File: src/rtl/lint_pkg.sv
package lint_pkg;
  localparam int REG_W = 32;

  // entry field positions (software-visible layout)
  localparam int E_VEC_LO   = 0;
  localparam int E_MODE_LO  = 8;
  localparam int E_POL_BIT  = 13;
  localparam int E_TRIG_BIT = 15;
  localparam int E_MASK_BIT = 16;
  localparam int E_PER_BIT  = 17;

  localparam logic [REG_W-1:0] E_WR_MASK = 32'h0003_A7FF;
  localparam logic [REG_W-1:0] E_RST_VAL = 32'h0001_0000;

  typedef enum logic [1:0] {
    AD_ENTRY = 2'd0,
    AD_INIT  = 2'd1,
    AD_CUR   = 2'd2,
    AD_NONE  = 2'd3
  } lint_addr_e;

  typedef struct packed {
    logic [7:0] vector;
    logic [2:0] mode;
    logic       level;
    logic       mask;
    logic       periodic;
  } lint_cfg_t;
endpackage

File: src/rtl/lint_rst_sync.sv
module lint_rst_sync #(
  parameter int STAGES = 2
) (
  input  logic clk,
  input  logic rst_n,
  output logic rst_sn
);
  logic [STAGES-1:0] sync_q;

  always_ff @(posedge clk or negedge rst_n) begin
    if (!rst_n) sync_q <= '0;
    else        sync_q <= {sync_q[STAGES-2:0], 1'b1};
  end

  assign rst_sn = sync_q[STAGES-1];
endmodule

File: src/rtl/lint_entry_reg.sv
module lint_entry_reg
  import lint_pkg::*;
(
  input  logic             clk,
  input  logic             rst_sn,
  input  logic             wr_entry,
  input  logic [REG_W-1:0] wr_data,
  output logic [REG_W-1:0] entry_q,
  output lint_cfg_t        cfg
);
  logic [REG_W-1:0] entry_d;
  logic             entry_en;

  always_comb begin
    entry_en = wr_entry;
    entry_d  = wr_data & E_WR_MASK;
  end

  always_ff @(posedge clk or negedge rst_sn) begin
    if (!rst_sn)       entry_q <= E_RST_VAL;
    else if (entry_en) entry_q <= entry_d;
  end

  always_comb begin
    cfg.vector   = entry_q[E_VEC_LO +: 8];
    cfg.mode     = entry_q[E_MODE_LO +: 3];
    cfg.level    = entry_q[E_TRIG_BIT];
    cfg.mask     = entry_q[E_MASK_BIT];
    cfg.periodic = entry_q[E_PER_BIT];
  end

  // read-only status bits never become set
  p_ro_bits_r2: assert property (@(posedge clk) disable iff (!rst_sn)
    wr_entry |=> (entry_q[12] == 1'b0 && entry_q[14] == 1'b0));
endmodule

File: src/rtl/lint_counter.sv
module lint_counter #(
  parameter int CNT_W = 32
) (
  input  logic             clk,
  input  logic             rst_sn,
  input  logic             tick,
  input  logic             load,
  input  logic [CNT_W-1:0] load_val,
  input  logic             periodic,
  output logic [CNT_W-1:0] cur_q,
  output logic [CNT_W-1:0] init_q,
  output logic             expire
);
  localparam logic [CNT_W-1:0] ONE = CNT_W'(1);

  logic             run_q, run_d;
  logic [CNT_W-1:0] cur_d, init_d;
  logic             step;

  always_comb begin
    step   = tick && run_q && !load;
    expire = step && (cur_q == ONE);
    cur_d  = cur_q;
    run_d  = run_q;
    init_d = init_q;
    if (load) begin
      init_d = load_val;
      cur_d  = load_val;
      run_d  = (load_val != '0);
    end else if (expire) begin
      if (periodic) begin
        cur_d = init_q;
      end else begin
        cur_d = '0;
        run_d = 1'b0;
      end
    end else if (step) begin
      cur_d = cur_q - ONE;
    end
  end

  always_ff @(posedge clk or negedge rst_sn) begin
    if (!rst_sn) begin
      cur_q  <= '0;
      init_q <= '0;
      run_q  <= 1'b0;
    end else begin
      cur_q  <= cur_d;
      init_q <= init_d;
      run_q  <= run_d;
    end
  end

  p_hold_r3: assert property (@(posedge clk) disable iff (!rst_sn)
    (!tick && !load) |=> $stable(cur_q));
  p_dec_r3: assert property (@(posedge clk) disable iff (!rst_sn)
    (tick && run_q && !load && cur_q > ONE) |=> (cur_q == $past(cur_q) - ONE));
  p_idle_zero_r7: assert property (@(posedge clk) disable iff (!rst_sn)
    !run_q |-> (cur_q == '0));
  p_oneshot_r7: assert property (@(posedge clk) disable iff (!rst_sn)
    (expire && !periodic) |=> !run_q);
  p_reload_r8: assert property (@(posedge clk) disable iff (!rst_sn)
    (expire && periodic) |=> (cur_q == $past(init_q)));
endmodule

File: src/rtl/lint_req_gen.sv
module lint_req_gen
  import lint_pkg::*;
(
  input  logic      clk,
  input  logic      rst_sn,
  input  logic      expire,
  input  lint_cfg_t cfg,
  output logic      irq_valid,
  output logic [7:0] irq_vector,
  output logic [2:0] irq_mode,
  output logic      irq_level
);
  logic       fire;
  logic [7:0] vec_d;
  logic [2:0] mode_d;
  logic       lvl_d;

  always_comb begin
    fire   = expire && !cfg.mask;
    vec_d  = fire ? cfg.vector : 8'h00;
    mode_d = fire ? cfg.mode   : 3'h0;
    lvl_d  = fire ? cfg.level  : 1'b0;
  end

  always_ff @(posedge clk or negedge rst_sn) begin
    if (!rst_sn) begin
      irq_valid  <= 1'b0;
      irq_vector <= '0;
      irq_mode   <= '0;
      irq_level  <= 1'b0;
    end else begin
      irq_valid  <= fire;
      irq_vector <= vec_d;
      irq_mode   <= mode_d;
      irq_level  <= lvl_d;
    end
  end

  p_mask_r6: assert property (@(posedge clk) disable iff (!rst_sn)
    (expire && cfg.mask) |=> !irq_valid);
  p_quiet_r5: assert property (@(posedge clk) disable iff (!rst_sn)
    !irq_valid |-> (irq_vector == 8'h00 && irq_mode == 3'h0 && !irq_level));
  p_no_spur_r5: assert property (@(posedge clk) disable iff (!rst_sn)
    !expire |=> !irq_valid);
endmodule

File: src/rtl/lint_timer_top.sv
module lint_timer_top
  import lint_pkg::*;
#(
  parameter int CNT_W = 32
) (
  input  logic        clk,
  input  logic        rst_n,
  input  logic        tick,
  input  logic        wr_en,
  input  logic [1:0]  wr_addr,
  input  logic [31:0] wr_data,
  input  logic [1:0]  rd_addr,
  output logic [31:0] rd_data,
  output logic        irq_valid,
  output logic [7:0]  irq_vector,
  output logic [2:0]  irq_mode,
  output logic        irq_level
);
  logic             rst_sn;
  logic             wr_entry, wr_init;
  logic [REG_W-1:0] entry_q;
  lint_cfg_t        cfg;
  logic [CNT_W-1:0] cur_q, init_q;
  logic             expire;

  lint_rst_sync #(.STAGES(2)) u_rst (
    .clk(clk), .rst_n(rst_n), .rst_sn(rst_sn));

  always_comb begin
    wr_entry = wr_en && (wr_addr == AD_ENTRY);
    wr_init  = wr_en && (wr_addr == AD_INIT);
  end

  lint_entry_reg u_entry (
    .clk(clk), .rst_sn(rst_sn), .wr_entry(wr_entry),
    .wr_data(wr_data), .entry_q(entry_q), .cfg(cfg));

  lint_counter #(.CNT_W(CNT_W)) u_cnt (
    .clk(clk), .rst_sn(rst_sn), .tick(tick), .load(wr_init),
    .load_val(wr_data[CNT_W-1:0]), .periodic(cfg.periodic),
    .cur_q(cur_q), .init_q(init_q), .expire(expire));

  lint_req_gen u_req (
    .clk(clk), .rst_sn(rst_sn), .expire(expire), .cfg(cfg),
    .irq_valid(irq_valid), .irq_vector(irq_vector),
    .irq_mode(irq_mode), .irq_level(irq_level));

  always_comb begin
    rd_data = '0;
    case (rd_addr)
      AD_ENTRY: rd_data = entry_q;
      AD_INIT:  rd_data[CNT_W-1:0] = init_q;
      AD_CUR:   rd_data[CNT_W-1:0] = cur_q;
      default:  rd_data = '0;
    endcase
  end
endmodule

File: config.mk
export PLATFORM = sky130hd
export DESIGN_NAME = lint_timer_top
export DESIGN_NICKNAME = d
export VERILOG_FILES = /design/src/rtl/lint_pkg.sv /design/src/rtl/lint_rst_sync.sv /design/src/rtl/lint_entry_reg.sv /design/src/rtl/lint_counter.sv /design/src/rtl/lint_req_gen.sv /design/src/rtl/lint_timer_top.sv
export SDC_FILE = /design/constraint.sdc
export NUM_CORES = 1
export LEC_CHECK = 0
export BUFFER_PORTS_ARGS = -buffer_cell sky130_fd_sc_hd__buf_2
export CELL_PAD_IN_SITES_DETAIL_PLACEMENT = 1
export CELL_PAD_IN_SITES_GLOBAL_PLACEMENT = 1
export CORE_ASPECT_RATIO = 0.6
export CORE_MARGIN = 3
export CORE_UTILIZATION = 30
export DETAILED_ROUTE_END_ITERATION = 8
export GPL_ROUTABILITY_DRIVEN = 1
export PLACE_DENSITY = 0.56
export SYNTH_ARGS = -nofsm -noshare
export SYNTH_HDL_FRONTEND = slang
export SYNTH_SLANG_ARGS = --single-unit
export TNS_END_PERCENT = 1
File: constraint.sdc
create_clock -name clk -period 3.6 [get_ports clk]
set_clock_uncertainty 0.15 [all_clocks]
set_input_delay 0.18 -clock clk [delete_from_list [all_inputs] [get_ports clk]]
set_output_delay 0.18 -clock clk [all_outputs]
set_load 0.01 [all_outputs]
== After elaboration in Yosys (flattened, before gate mapping) ==
Cells that the tools add are included.

* Bits in registers: 95
* Input port bits: 40
* Output and inout bits: 45

* Add/sub/neg operators: 1
* Reduce and logical (&&, ||, !) cells: 14
* Equality and inequality tests: 5
* Muxes and demuxes: 11

{| class="wikitable"
|+ Operators by type and width
! operator !! count
|-
| 32-bit two-way mux || 4
|-
| 32-bit case mux with 3 select lines || 1
|-
| 32-bit by 1-bit == test with 1-bit output (second input constant) || 1
|-
| 32-bit nonzero test || 1
|-
| 32-bit by 1-bit subtractor with 32-bit output (second input constant) || 1
|-
| 8-bit two-way mux || 1
|-
| 1-bit logical AND || 6
|-
| 2-bit by 1-bit == test with 1-bit output (second input constant) || 2
|-
| 2-bit zero test || 2
|-
| 1-bit two-way mux || 4
|-
| 3-bit two-way mux || 1
|-
| 3-bit nonzero test || 1
|-
| 2-bit == test (second input constant) || 1
|-
| 1-bit zero test || 2
|-
| 2-bit by 1-bit != test with 1-bit output (second input constant) || 1
|-
| 2-bit AND reduction || 1
|-
| 2-bit nonzero test || 1
|}

== Logic depth before layout (Yosys ltp) ==
* Depth after elaboration: 7
* Mapped depth: 8
* Gate-level depth less buffers: 8

== By module ==
Synthesis repeated with hierarchy kept, for this count alone.

* Cell total of the unflattened synthesis: 550
* Area total of the unflattened synthesis: 5746.8 um2

{| class="wikitable"
|+ By module, submodules not included
! module !! seq. area each (um2) !! cells an instance !! area each (um2) !! times used
|-
| lint_counter || 1626.6 || 376 || 3585.9 || 1
|-
| lint_entry_reg || 376.6 || 64 || 850.8 || 1
|-
| lint_timer_top || 0.0 || 79 || 803.3 || 1
|-
| lint_req_gen || 325.3 || 28 || 452.9 || 1
|-
| lint_rst_sync || 50.0 || 3 || 53.8 || 1
|}

== Worst setup path after synthesis ==
Ideal clock, no wire load.

* Path type: register -> register
* Start point: register u_cnt.cur_q[0]
* End point: register u_cnt.cur_q[24]
* Setup time: 0.133 ns
* Data required time: 3.317 ns
* Buffers on the path: 0
* Stages on the path, launching flop included: 9
* Data arrival time: 2.046 ns
* Slack: 1.270 ns
* Path through: dfrtp_1 > inv_1 > ha_1 > nor4b_4 > nand4_2 > or2_1 > o32a_1 > o211ai_1 > o211ai_1

* Cells in the longest elaborated chain, start to end: 4
* Elaborated cells between the ends (all ways): 7

{| class="wikitable"
|+ Ends and longest elaborated chain
! item !! line !! text
|-
| start: declaration || lint_counter.sv:10 || <nowiki>output logic [CNT_W-1:0] cur_q,</nowiki>
|-
| start signal: assignment || lint_counter.sv:48 || <nowiki>cur_q <= cur_d;</nowiki>
|-
| 32-bit by 1-bit subtractor with 32-bit output or 32-bit by 1-bit == test with 1-bit output (tied branches) || lint_counter.sv:38, lint_counter.sv:22 ||
|-
| 32-bit two-way mux or 1-bit logical AND (tied branches) || lint_counter.sv:37, lint_counter.sv:22 ||
|-
| 32-bit two-way mux || lint_counter.sv:30 || <nowiki>end else if (expire) begin</nowiki>
|-
| 32-bit two-way mux || lint_counter.sv:26 || <nowiki>if (load) begin</nowiki>
|}

Several ways; a longest one is shown, not always the timed one. The select of a mux whose other input is x is not followed.
A chain may end at the register's enable or synchronous reset.

== Worst setup path in the final report ==
* Start point: register u_cnt.cur_q[5]
* End point: register u_req.irq_vector[7]

* Cells in the longest elaborated chain, start to end: 4

{| class="wikitable"
|+ Ends and longest elaborated chain
! item !! line !! text
|-
| 32-bit by 1-bit == test with 1-bit output || lint_counter.sv:22 || <nowiki>expire = step && (cur_q == ONE);</nowiki>
|-
| 1-bit logical AND || lint_counter.sv:22 ||
|-
| 1-bit logical AND || lint_req_gen.sv:19 || <nowiki>fire = expire && !cfg.mask;</nowiki>
|-
| 8-bit two-way mux || lint_req_gen.sv:20 || <nowiki>vec_d = fire ? cfg.vector : 8'h00;</nowiki>
|-
| via u_req.vec_d[7] || lint_req_gen.sv:14 || <nowiki>logic [7:0] vec_d;</nowiki>
|-
| end signal: assignment || lint_req_gen.sv:33 || <nowiki>irq_vector <= vec_d;</nowiki>
|-
| end: declaration || lint_req_gen.sv:9 || <nowiki>output logic [7:0] irq_vector,</nowiki>
|}

The timed path passes the listed nets, and every way through them passes these cells.

==> flow_summary.json <==
{
  "status": "completed",
  "clkLatencyLatePin_ns": 0.35,
  "synth_area_um2": 5290,
  "dr.pass1.iters": 4,
  "cts.root.buffer_cell": "clkbuf_16",
  "slowest_stage": "nand2_1",
  "r2r_slack_ns": 0.73,
  "diodes": 0,
  "hold_violations": 0,
  "synth_cells": 580,
  "slew_headroom_pct": 47.8,
  "setup_tns_ns": 0,
  "num-nets-final": 728,
  "p_per_area_nw_per_um2": 527,
  "ys.flop_type": "dfrtp_1",
  "grt_pass1_vias": 5212,
  "place_congestion": 0.831,
  "fin_hold_ws_ns": 0.0326,
  "clk_pin_slew_ns": 0.07,
  "grt_usage_pct": 21.6,
  "crit_arrival_ns": 3.00,
  "antenna_left": 0,
  "worst_slew_pin_slew_ns": 0.783,
  "hold_end": "u_cnt.init_q[15]$_DFFE_PN0P_",
  "wl_per_cell_um": 22.1,
  "cap_violations": 0,
  "synth-seq-cells": 95,
  "hpwlAfterDp_mm": 14.1,
  "die_w_um": 177,
  "via_per_inst": 5.46,
  "synth_nets": 622,
  "cp-start-kind": "register",
  "avgSynthCellArea_um2": 9.12,
  "cts.path.max_buffers": 2,
  "r2r-start": "u_cnt.cur_q[5]$_DFFE_PN0P_",
  "rows": 36,
  "core_area_um2": 16800,
  "path_class": "reg2reg",
  "antenna_found_initial": 0,
  "r2r_cells": 7,
  "required_ns": 3.73,
  "syn_to_final_growth_pct": 25.2,
  "drive_above_1_share_pct": 22.7,
  "finalCritPeriodShare_pct": 79.8,
  "final_max_slew_viol_count": 0,
  "grt_start_max_net_pins": 58,
  "path_cells": "nor3_2 -> nand4b_1 -> nor3_2 -> nand2_1 -> nor2_1 -> buf_4 -> and2_1",
  "wirelength_mm": 20.3,
  "top_level_ports": 85,
  "overflow": 0,
  "cts_sinks": 95,
  "rsz0062_at_grt": "false",
  "p_leak_nw": 3.00,
  "fin_ws_ns": 0.726,
  "cp_common_cell": "nor3_2",
  "die_h_um": 109,
  "cts_tree": "done",
  "yosysSeqAreaShare_pct": 45.0,
  "ys_async_sr_fraction_pct": 100,
  "yosys_warnings": 0,
  "port_buffers": 84,
  "floorplan.initialDensity_pct": 31.6,
  "drt_iter0_markers": 299,
  "p_total_w": 0.00349,
  "fmax_ghz": 0.348,
  "grt_pass1_wl_mm": 31.7,
  "crit_fanout": 13,
  "hp-class": "in2reg",
  "rr_endpoint": "u_req.irq_vector[7]$_DFF_PN0_",
  "vias": 5018,
  "irDropWorstVdd_mv": 0.222,
  "die_area_um2": 19300,
  "dp_slack_ns": 0.733,
  "endpoint_kind": "register",
  "htree_levels": 3,
  "period_needed_ns": 2.87,
  "slowest_delay_ns": 0.48,
  "whs_path_depth": 3,
  "hold_start": "wr_data[15]",
  "yosysUniqueCellTypes": 66,
  "cts_buffers": 9,
  "synth_enable_flop_cells": 0,
  "drc": 0,
  "setup_viol": 0
}
[worst max-delay path by stage]
stage                     slack [ns]                  startpoint  depth (start not counted)                       endpoint
after global placement          0.76  u_cnt.cur_q[9]$_DFFE_PN0P_                          6    u_cnt.cur_q[26]$_DFFE_PN0P_
after floorplan                 0.61   u_rst.sync_q[1]$_DFF_PN0_                          0     u_cnt.cur_q[0]$_DFFE_PN0P_
after CTS                       0.72  u_cnt.cur_q[5]$_DFFE_PN0P_                          7    u_req.irq_mode[1]$_DFF_PN0_
after detailed placement        0.73  u_cnt.cur_q[5]$_DFFE_PN0P_                          7    u_req.irq_mode[1]$_DFF_PN0_
final                           0.73  u_cnt.cur_q[5]$_DFFE_PN0P_                          7  u_req.irq_vector[7]$_DFF_PN0_
after global routing            0.39  u_cnt.cur_q[6]$_DFFE_PN0P_                          7    u_req.irq_mode[1]$_DFF_PN0_
[worst max-delay path, delay by kind of cell, from the launching register on]
| kind | cells | cell delay [ns] |
|---|---|---|
| buffers and inverters | 1 | 0.24 |
| AND/OR/NAND/NOR | 6 | 1.96 |
| flip-flops | 1 | 0.45 |
[repair_timing]
item	CTS	global route
endpoints found under the hold margin	51	0
hold buffers	32	0
buffers inserted	0	0
gates resized for setup	0	0
[metrics by stage]
stage               instances  utilization (%)  instance area (µm²)
finish                    919             39.5                 6620
global route              919             39.5                 6620
CTS                       919             39.5                 6620
detailed placement        871             35.6                 5970
global placement          871             35.6                 5970
floorplan                 580                -                 5290
[cell usage in the layout, fill, tap and decap left out, drive strengths merged, types with 18 or more instances in the layout]
master	Yosys	routed
a21oi	23	23
buf	16	102
dfrtp	94	94
dlygate4sd3	0	32
mux2i	18	18
nand2	139	139
nand3	18	18
nor2	21	21
o21ai	31	31
[report_power, final]
part	internal, W	total [W]	switching, W	leakage (nW)
Sequential	0.00125	0.00152	0.000271	1.18
Clock	0.000631	0.00108	0.000448	0.160
Combinational	0.000389	0.000889	0.000500	1.66
[synthesized netlist by cell type, drive strengths merged (2+ instances only)]
library cell    n  area share, %
nor2           21            1.8
inv             3           0.21
mux2i          18            3.4
nand2         139            9.9
xnor2           3           0.50
mux2           15            3.2
o21ai          31            3.0
o31ai           3           0.52
a41oi           2           0.33
a211oi          4           0.57
o311ai          3           0.50
a22o           17            2.8
o211ai         17            2.4
and2           16            1.9
nand4b          2           0.33
nand3          18            1.9
a21oi          23            2.2
nor3           17            2.4
dfrtp          94             44
nor4           17            2.7
o21a            2           0.28
clkbuf         23            1.6
a21boi          8            1.1
a22oi           8            1.1
nand4           6           0.83
xor2            8            1.3
and3            4           0.47
ha              2           0.47
a221oi          3           0.50
or3             3           0.45
nor2b           2           0.24
buf            16            1.6
a31oi          15            1.8
or4             2           0.35
[sequential cells by signal, summed over array words and instances, names as in the netlist]
name	flops
u_cnt.run_q	1
u_cnt.init_q	32
u_req.irq_vector	8
u_req.irq_valid	1
u_req.irq_mode	3
u_rst.sync_q	2
u_cnt.cur_q	32
u_req.irq_level	1
u_entry.entry_q	15
[layer usage]
metal,share of wire [%],vias to the layer above,GRT usage [%]
li1,-,2304,-
met3,5.5,10,4.35
met4,0.89,0,3.70
met2,41,134,30.6
met5,0,-,0
met1,53,2570,33.9
[cell families after synthesis]
logic type	synth area share, %
adder cells (fa/ha/maj)	0.473
buffers and inverters	3.41
other	0.0709
AND/OR/NAND/NOR	24.3
multiplexers	6.60
flip-flops	45.0
AO/OA/AOI/OAI	18.3
XOR/XNOR	1.82
[layout make-up]
class | instances | area (µm²)
fillers | 1972 | 10100
multi-input cells | 443 | 2740
flip-flops and latches | 95 | 2380
repair buffers | 134 | 876
well taps | 228 | 285
clock buffers | 11 | 243
clock inverters | 5 | 82.6
inverters | 3 | 11.3
Power figures use the tool's default switching activity.
